### src/rtl/dispAddrPkg.sv
`timescale 1ns/1ps
package dispAddrPkg;
  // Strobes from the control to the datapath, valid in the current cycle
  typedef struct packed {
    logic colStep;  // advance or wrap the column pointer
    logic rowStep;  // advance or wrap the row pointer
    logic issue;    // register a memory write this edge
    logic swap;     // exchange pixel nibbles of the issued byte
  } stepCtl_t;
endpackage

### src/rtl/dispAxisPtr.sv
`timescale 1ns/1ps
module dispAxisPtr #(
  parameter int PTR_W = 6,
  parameter int LIMIT = 64
) (
  input  logic             clk,
  input  logic             rstN,
  input  logic             load,
  input  logic [PTR_W-1:0] startIn,
  input  logic [PTR_W-1:0] endIn,
  input  logic             step,
  output logic [PTR_W-1:0] ptr,
  output logic             atEnd
);
  localparam logic [PTR_W-1:0] TOP = PTR_W'(LIMIT - 1);

  logic [PTR_W-1:0] startReg, endReg, ptrReg;

  // Wrap when at or past the window end, or on the last physical line
  assign atEnd = (ptrReg >= endReg) || (ptrReg == TOP);
  assign ptr   = ptrReg;

  always_ff @(posedge clk) begin
    if (!rstN) begin
      startReg <= '0;
      endReg   <= '0;
      ptrReg   <= '0;
    end else if (load) begin
      startReg <= startIn;
      endReg   <= endIn;
      ptrReg   <= startIn;
    end else if (step) begin
      ptrReg <= atEnd ? startReg : ptrReg + 1'b1;
    end
  end

  AST_LOAD_SETS_PTR: assert property (@(posedge clk) disable iff (!rstN)
    load |=> ptr == $past(startIn));
  AST_WRAP_TO_START: assert property (@(posedge clk) disable iff (!rstN)
    (step && !load && atEnd) |=> ptr == startReg);
  AST_STEP_BY_ONE: assert property (@(posedge clk) disable iff (!rstN)
    (step && !load && !atEnd) |=> ptr == $past(ptr) + 1'b1);
  AST_HOLD_IDLE: assert property (@(posedge clk) disable iff (!rstN)
    (!step && !load) |=> $stable(ptr));
endmodule

### src/rtl/dispAddrCtl.sv
`timescale 1ns/1ps
module dispAddrCtl
  import dispAddrPkg::*;
(
  input  logic     clk,
  input  logic     rstN,
  input  logic     modeLoad,
  input  logic     vertIn,
  input  logic     swapIn,
  input  logic     wrStrobe,
  input  logic     colLoad,
  input  logic     rowLoad,
  input  logic     colAtEnd,
  input  logic     rowAtEnd,
  output stepCtl_t ctl
);
  logic vertMode, swapMode, advance;

  always_ff @(posedge clk) begin
    if (!rstN) begin
      vertMode <= 1'b0;
      swapMode <= 1'b0;
    end else if (modeLoad) begin
      vertMode <= vertIn;
      swapMode <= swapIn;
    end
  end

  // A window load in the same cycle freezes both pointers
  assign advance = wrStrobe && !colLoad && !rowLoad;

  always_comb begin
    ctl.issue = wrStrobe;
    ctl.swap  = swapMode;
    if (vertMode) begin
      ctl.rowStep = advance;
      ctl.colStep = advance && rowAtEnd;
    end else begin
      ctl.colStep = advance;
      ctl.rowStep = advance && colAtEnd;
    end
  end

  AST_HORIZ_CHAIN: assert property (@(posedge clk) disable iff (!rstN)
    (!vertMode && ctl.rowStep) |-> (ctl.colStep && colAtEnd));
  AST_VERT_CHAIN: assert property (@(posedge clk) disable iff (!rstN)
    (vertMode && ctl.colStep) |-> (ctl.rowStep && rowAtEnd));
  AST_LOAD_FREEZES: assert property (@(posedge clk) disable iff (!rstN)
    (colLoad || rowLoad) |-> (!ctl.colStep && !ctl.rowStep));
endmodule

### src/rtl/dispAddrPath.sv
`timescale 1ns/1ps
module dispAddrPath
  import dispAddrPkg::*;
#(
  parameter int COLS  = 64,
  parameter int ROWS  = 80,
  parameter int PIX_W = 4,
  localparam int COL_W  = $clog2(COLS),
  localparam int ROW_W  = $clog2(ROWS),
  localparam int DATA_W = 2 * PIX_W
) (
  input  logic              clk,
  input  logic              rstN,
  input  stepCtl_t          ctl,
  input  logic              colLoad,
  input  logic [COL_W-1:0]  colStartIn,
  input  logic [COL_W-1:0]  colEndIn,
  input  logic              rowLoad,
  input  logic [ROW_W-1:0]  rowStartIn,
  input  logic [ROW_W-1:0]  rowEndIn,
  input  logic [DATA_W-1:0] dataIn,
  output logic [COL_W-1:0]  colPtr,
  output logic [ROW_W-1:0]  rowPtr,
  output logic              colAtEnd,
  output logic              rowAtEnd,
  output logic              ramWe,
  output logic [COL_W-1:0]  ramCol,
  output logic [ROW_W-1:0]  ramRow,
  output logic [DATA_W-1:0] ramData
);
  localparam logic [ROW_W-1:0] ROW_TOP = ROW_W'(ROWS - 1);

  logic [DATA_W-1:0] swapped;

  dispAxisPtr #(.PTR_W(COL_W), .LIMIT(COLS)) u_colAxis (
    .clk(clk), .rstN(rstN), .load(colLoad), .startIn(colStartIn),
    .endIn(colEndIn), .step(ctl.colStep), .ptr(colPtr), .atEnd(colAtEnd));

  dispAxisPtr #(.PTR_W(ROW_W), .LIMIT(ROWS)) u_rowAxis (
    .clk(clk), .rstN(rstN), .load(rowLoad), .startIn(rowStartIn),
    .endIn(rowEndIn), .step(ctl.rowStep), .ptr(rowPtr), .atEnd(rowAtEnd));

  assign swapped = {dataIn[PIX_W-1:0], dataIn[DATA_W-1:PIX_W]};

  always_ff @(posedge clk) begin
    if (!rstN) begin
      ramWe   <= 1'b0;
      ramCol  <= '0;
      ramRow  <= '0;
      ramData <= '0;
    end else begin
      ramWe <= ctl.issue;
      if (ctl.issue) begin
        ramCol  <= colPtr;
        ramRow  <= rowPtr;
        ramData <= ctl.swap ? swapped : dataIn;
      end
    end
  end

  AST_WE_AFTER_ISSUE: assert property (@(posedge clk) disable iff (!rstN)
    ctl.issue |=> ramWe);
  AST_WE_ONLY_ON_ISSUE: assert property (@(posedge clk) disable iff (!rstN)
    !ctl.issue |=> !ramWe);
  AST_ADDR_CAPTURED: assert property (@(posedge clk) disable iff (!rstN)
    ctl.issue |=> (ramCol == $past(colPtr)) && (ramRow == $past(rowPtr)));
  AST_NIBBLE_SWAP: assert property (@(posedge clk) disable iff (!rstN)
    (ctl.issue && ctl.swap) |=> ramData[PIX_W-1:0] == $past(dataIn[DATA_W-1:PIX_W]));
  AST_ROW_IN_RANGE: assert property (@(posedge clk) disable iff (!rstN)
    rowPtr <= ROW_TOP);
endmodule

### src/rtl/dispAddrGen.sv
`timescale 1ns/1ps
module dispAddrGen
  import dispAddrPkg::*;
#(
  parameter int COLS  = 64,
  parameter int ROWS  = 80,
  parameter int PIX_W = 4
) (
  input  logic                       clk,
  input  logic                       rstN,
  input  logic                       colLoad,
  input  logic [$clog2(COLS)-1:0]    colStartIn,
  input  logic [$clog2(COLS)-1:0]    colEndIn,
  input  logic                       rowLoad,
  input  logic [$clog2(ROWS)-1:0]    rowStartIn,
  input  logic [$clog2(ROWS)-1:0]    rowEndIn,
  input  logic                       modeLoad,
  input  logic                       vertIn,
  input  logic                       swapIn,
  input  logic                       wrStrobe,
  input  logic [2*PIX_W-1:0]         wrData,
  output logic [$clog2(COLS)-1:0]    ptrCol,
  output logic [$clog2(ROWS)-1:0]    ptrRow,
  output logic                       ramWe,
  output logic [$clog2(COLS)-1:0]    ramCol,
  output logic [$clog2(ROWS)-1:0]    ramRow,
  output logic [2*PIX_W-1:0]         ramData
);
  stepCtl_t ctl;
  logic colAtEnd, rowAtEnd;

  dispAddrCtl u_ctl (
    .clk(clk), .rstN(rstN), .modeLoad(modeLoad), .vertIn(vertIn),
    .swapIn(swapIn), .wrStrobe(wrStrobe), .colLoad(colLoad),
    .rowLoad(rowLoad), .colAtEnd(colAtEnd), .rowAtEnd(rowAtEnd), .ctl(ctl));

  dispAddrPath #(.COLS(COLS), .ROWS(ROWS), .PIX_W(PIX_W)) u_path (
    .clk(clk), .rstN(rstN), .ctl(ctl),
    .colLoad(colLoad), .colStartIn(colStartIn), .colEndIn(colEndIn),
    .rowLoad(rowLoad), .rowStartIn(rowStartIn), .rowEndIn(rowEndIn),
    .dataIn(wrData), .colPtr(ptrCol), .rowPtr(ptrRow),
    .colAtEnd(colAtEnd), .rowAtEnd(rowAtEnd),
    .ramWe(ramWe), .ramCol(ramCol), .ramRow(ramRow), .ramData(ramData));
endmodule

### config.mk
export PLATFORM = sky130hd
export DESIGN_NAME = dispAddrGen
export DESIGN_NICKNAME = d
export VERILOG_FILES = /design/src/rtl/dispAddrPkg.sv /design/src/rtl/dispAxisPtr.sv /design/src/rtl/dispAddrCtl.sv /design/src/rtl/dispAddrPath.sv /design/src/rtl/dispAddrGen.sv
export SDC_FILE = /design/constraint.sdc
export NUM_CORES = 1
export LEC_CHECK = 0
export ABC_AREA = 1
export BUFFER_PORTS_ARGS = -buffer_cell sky130_fd_sc_hd__buf_4
export CAP_MARGIN = 10
export CORE_MARGIN = 1.5
export CORE_UTILIZATION = 54
export DETAILED_ROUTE_END_ITERATION = 16
export PLACE_DENSITY = 0.8
export SLEW_MARGIN = 20
export SYNTH_ARGS = -nofsm -noshare
export SYNTH_HDL_FRONTEND = slang
export SYNTH_HIERARCHICAL = 1
export SYNTH_SLANG_ARGS = --single-unit
export TNS_END_PERCENT = 50
### constraint.sdc
create_clock -name clk -period 2.65 [get_ports clk]
set_input_delay 0.6625 -clock clk [delete_from_list [all_inputs] [get_ports clk]]
set_output_delay 0.6625 -clock clk [all_outputs]
set_load 0.02 [all_outputs]
==> results.cfg <==
[logic_synthesis]
synth_top_family_by_area = simple AND/OR/NAND/NOR gates
yosysTopAreaCellShare = 0.373
synth-adder-area-share = 0.0556
synth_area_leader_cell = dfxtp_1
seq_area_frac_synth = 0.373
syn-instance-count = 479
synth_nets = 536
ys_types = 29
synth_xor_xnor_area_share = 0.00519
synth_area_per_cell_um2 = 7.05
synth-seq-cells = 63
yosys_warnings = 6
synth_area_um2 = 3380
synthSimpleGateAreaFrac = 0.291
synth_compound_area_frac = 0.157
synth_area_leaders = dfxtp_1, nand2_1, nor2_1
synthMuxAreaShare = 0

[cells_and_area]
layout.nets = 611
layout_commonest_cell = nand2_1
areaGrowthSynthToFinish_pct = 22.3
final_cell_mix = nand2_1, buf_4, nor2_1
diodes = 0
drive_gt1_frac = 0.247

[die]
num_rows = 28
die-area_um2 = 6740
fp.dieW_um = 82.1
io_pins = 77
initial_utilization = 0.564
dieHeight_um = 82.1
core_um2 = 5990

[worst_setup_path]
crit_fanout = 11
critical_path_arrival_ns = 2.41
r2r-end = u_path/u_rowAxis/ptr[6]
rr_worst_depth = 16
path_class = register to register
worstSetupStartpointType = register
endpoint_kind = register
required_ns = 2.89
crit_path_start = u_path/u_colAxis/ptr[0]
rr_startpoint = u_path/u_colAxis/ptr[0]
r2r_slack_ns = 0.47

[routing]
drtPass1Iterations = 5
wirelength_um = 7980
viasPerCell = 5.09
post_drt_wl_per_cell_um = 12.6
route.antenna.remaining_nets = 0
drc_errors = 0
vias = 3224
drtIter0Drc = 212

[global_route]
grt_pass1_wl_um = 12700
grtUsageMet3 = 0.0440
gr-total-overflow = 0
grtUsageMet2 = 0.395
grt_pass1_vias = 2729
grtUsageMet1 = 0.334
grt_use_total = 0.247
busiest_layer = met2
grt_max_degree = 44
antenna_found_initial = 0

[sta]
slew_viol_final = 0
tightest_slew_ns = 0.535
fin_crit_ns = 2.18
skew_ns = 0.00396
rsz0062_at_grt = false
timing.fmax_mhz = 460
fin_crit_sh = 0.821
setup_viol = 0
slew_headroom = 0.643
final_hold_viol_count = 0
tns_ns = 0
hold_ws_ns = 0.464

[clock_network]
clk_pin_slew_worst_paths_ns = 0.07
cts_tree = yes
cts_max_level = 3
clkLatencyLatePin_ns = 0.33
cts_sinks = 63
clockBufferDepth = 2
cts_made_buffers = 9
ctsResizeCount = 0
root_buffer = clkbuf_8
holdBufCountCts = 0
post-cts-setup-buffers = 0

[run]
max_cap_violations = 0

[power]
p_leak_nw = 2.04
p_per_area_nw_per_um2 = 572
ir_worst_vdd_mv = 0.402

[placement]
io_buffers = 76
dp_hpwl_um = 5640
gp_congestion = 0.894

[worst_hold_path]
hold_class = register to register
hp-start = u_path/u_colAxis/startReg[2]
hold_path_depth = 2
min_to = u_path/u_colAxis/startReg[2]

[outcome]
status = complete, no violations
## Yosys cell counts
library cell and instances:
o21ai_1 14, buf_4 5, nor3_1 1, nand4_1 5
nand3_1 21, a21oi_4 1, nor2_1 72, o21ai_0 29
a21oi_1 45, clkbuf_1 3, dfxtp_1 63, nand2_2 9
buf_2 8, inv_1 62, inv_2 10, nand3_2 5
nand2_1 85, nor2_2 2, nand3_4 2, buf_8 1
nor2_4 5, xnor2_1 2, clkbuf_8 1, buf_6 1
ha_1 15, nand2_4 2, nand2_8 1, a21boi_0 5
a21oi_2 4
## per-layer routing
metal	vias up	share of wire
li1	1666	-
met1	1437	0.46
met2	108	0.47
met3	13	0.060
met4	0	0.013
met5	-	0
## area by class of cell
class,count,area [um2]
fill,533,1860
clock buffer,11,141
sequential,63,1260
timing repair buffer,83,623
multi-input combinational,325,1720
tap,75,93.8
clock inverter,4,22.5
inverter,72,270
## kinds of logic (layout without fill, tap and decap cells)
| kind of cell | Yosys count | in the layout |
|---|---|---|
| XOR/XNOR | 2 | 2 |
| AO/OA/AOI/OAI | 98 | 98 |
| flip-flops | 63 | 63 |
| AND/OR/NAND/NOR | 210 | 210 |
| buffers and inverters | 91 | 170 |
| adder cells (fa/ha/maj) | 15 | 15 |
## registers in the layout, indices dropped and copies added, names as in the netlist
name,count
u_ctl/swapMode,1
u_path/ramData,8
u_ctl/vertMode,1
u_path/u_rowAxis/endReg,7
u_path/u_colAxis/ptr,6
u_path/u_rowAxis/startReg,7
u_path/u_colAxis/endReg,6
u_path/u_rowAxis/ptr,7
u_path/ramCol,6
u_path/ramRow,7
u_path/ramWe,1
u_path/u_colAxis/startReg,6
## power by group
part	internal [mW]	leakage, nW	switching, mW
clock network	0.355	0.0850	0.354
logic	0.235	1.43	0.355
registers	1.01	0.522	0.0485
## worst max-delay path, cell delays in order (launching register included)
cell and delay (ns):
dfxtp_1 0.47, inv_1 0.10, ha_1 0.29, inv_1 0.04, nand2_1 0.04, nand2_1 0.08, nand2_4 0.09, nand2_8 0.06
nand2_4 0.12, nor2_1 0.05, nor2_1 0.14, nor2_1 0.05, buf_4 0.18, a21oi_1 0.13, nand3_1 0.13, nand2_1 0.08
inv_1 0.03
## how the worst max path moves through the flow
stage / depth (start not counted) / endpoint
floorplan: 11 / u_path/u_colAxis/ptr[0]
global placement: 16 / u_path/u_rowAxis/ptr[5]
detailed placement: 16 / u_path/u_rowAxis/ptr[5]
CTS: 16 / u_path/u_rowAxis/ptr[5]
global route: 16 / u_path/u_rowAxis/ptr[3]
finish: 16 / u_path/u_rowAxis/ptr[6]
## per-stage QoR
stage          cell area (um2)  setup WS [ns]  instances  utilization  power (mW)
6_report                  4130          0.475        633        0.689        2.36
5_1_grt                   4130          0.316        633        0.689        2.50
4_1_cts                   4130          0.513        633        0.689        2.38
3_5_place_dp              3970          0.530        618        0.662        1.67
3_3_place_gp              3970          0.563        618        0.662        1.66
2_1_floorplan             3380          0.602        479            -        1.47
Note: power is estimated with default switching activity, not from simulation.
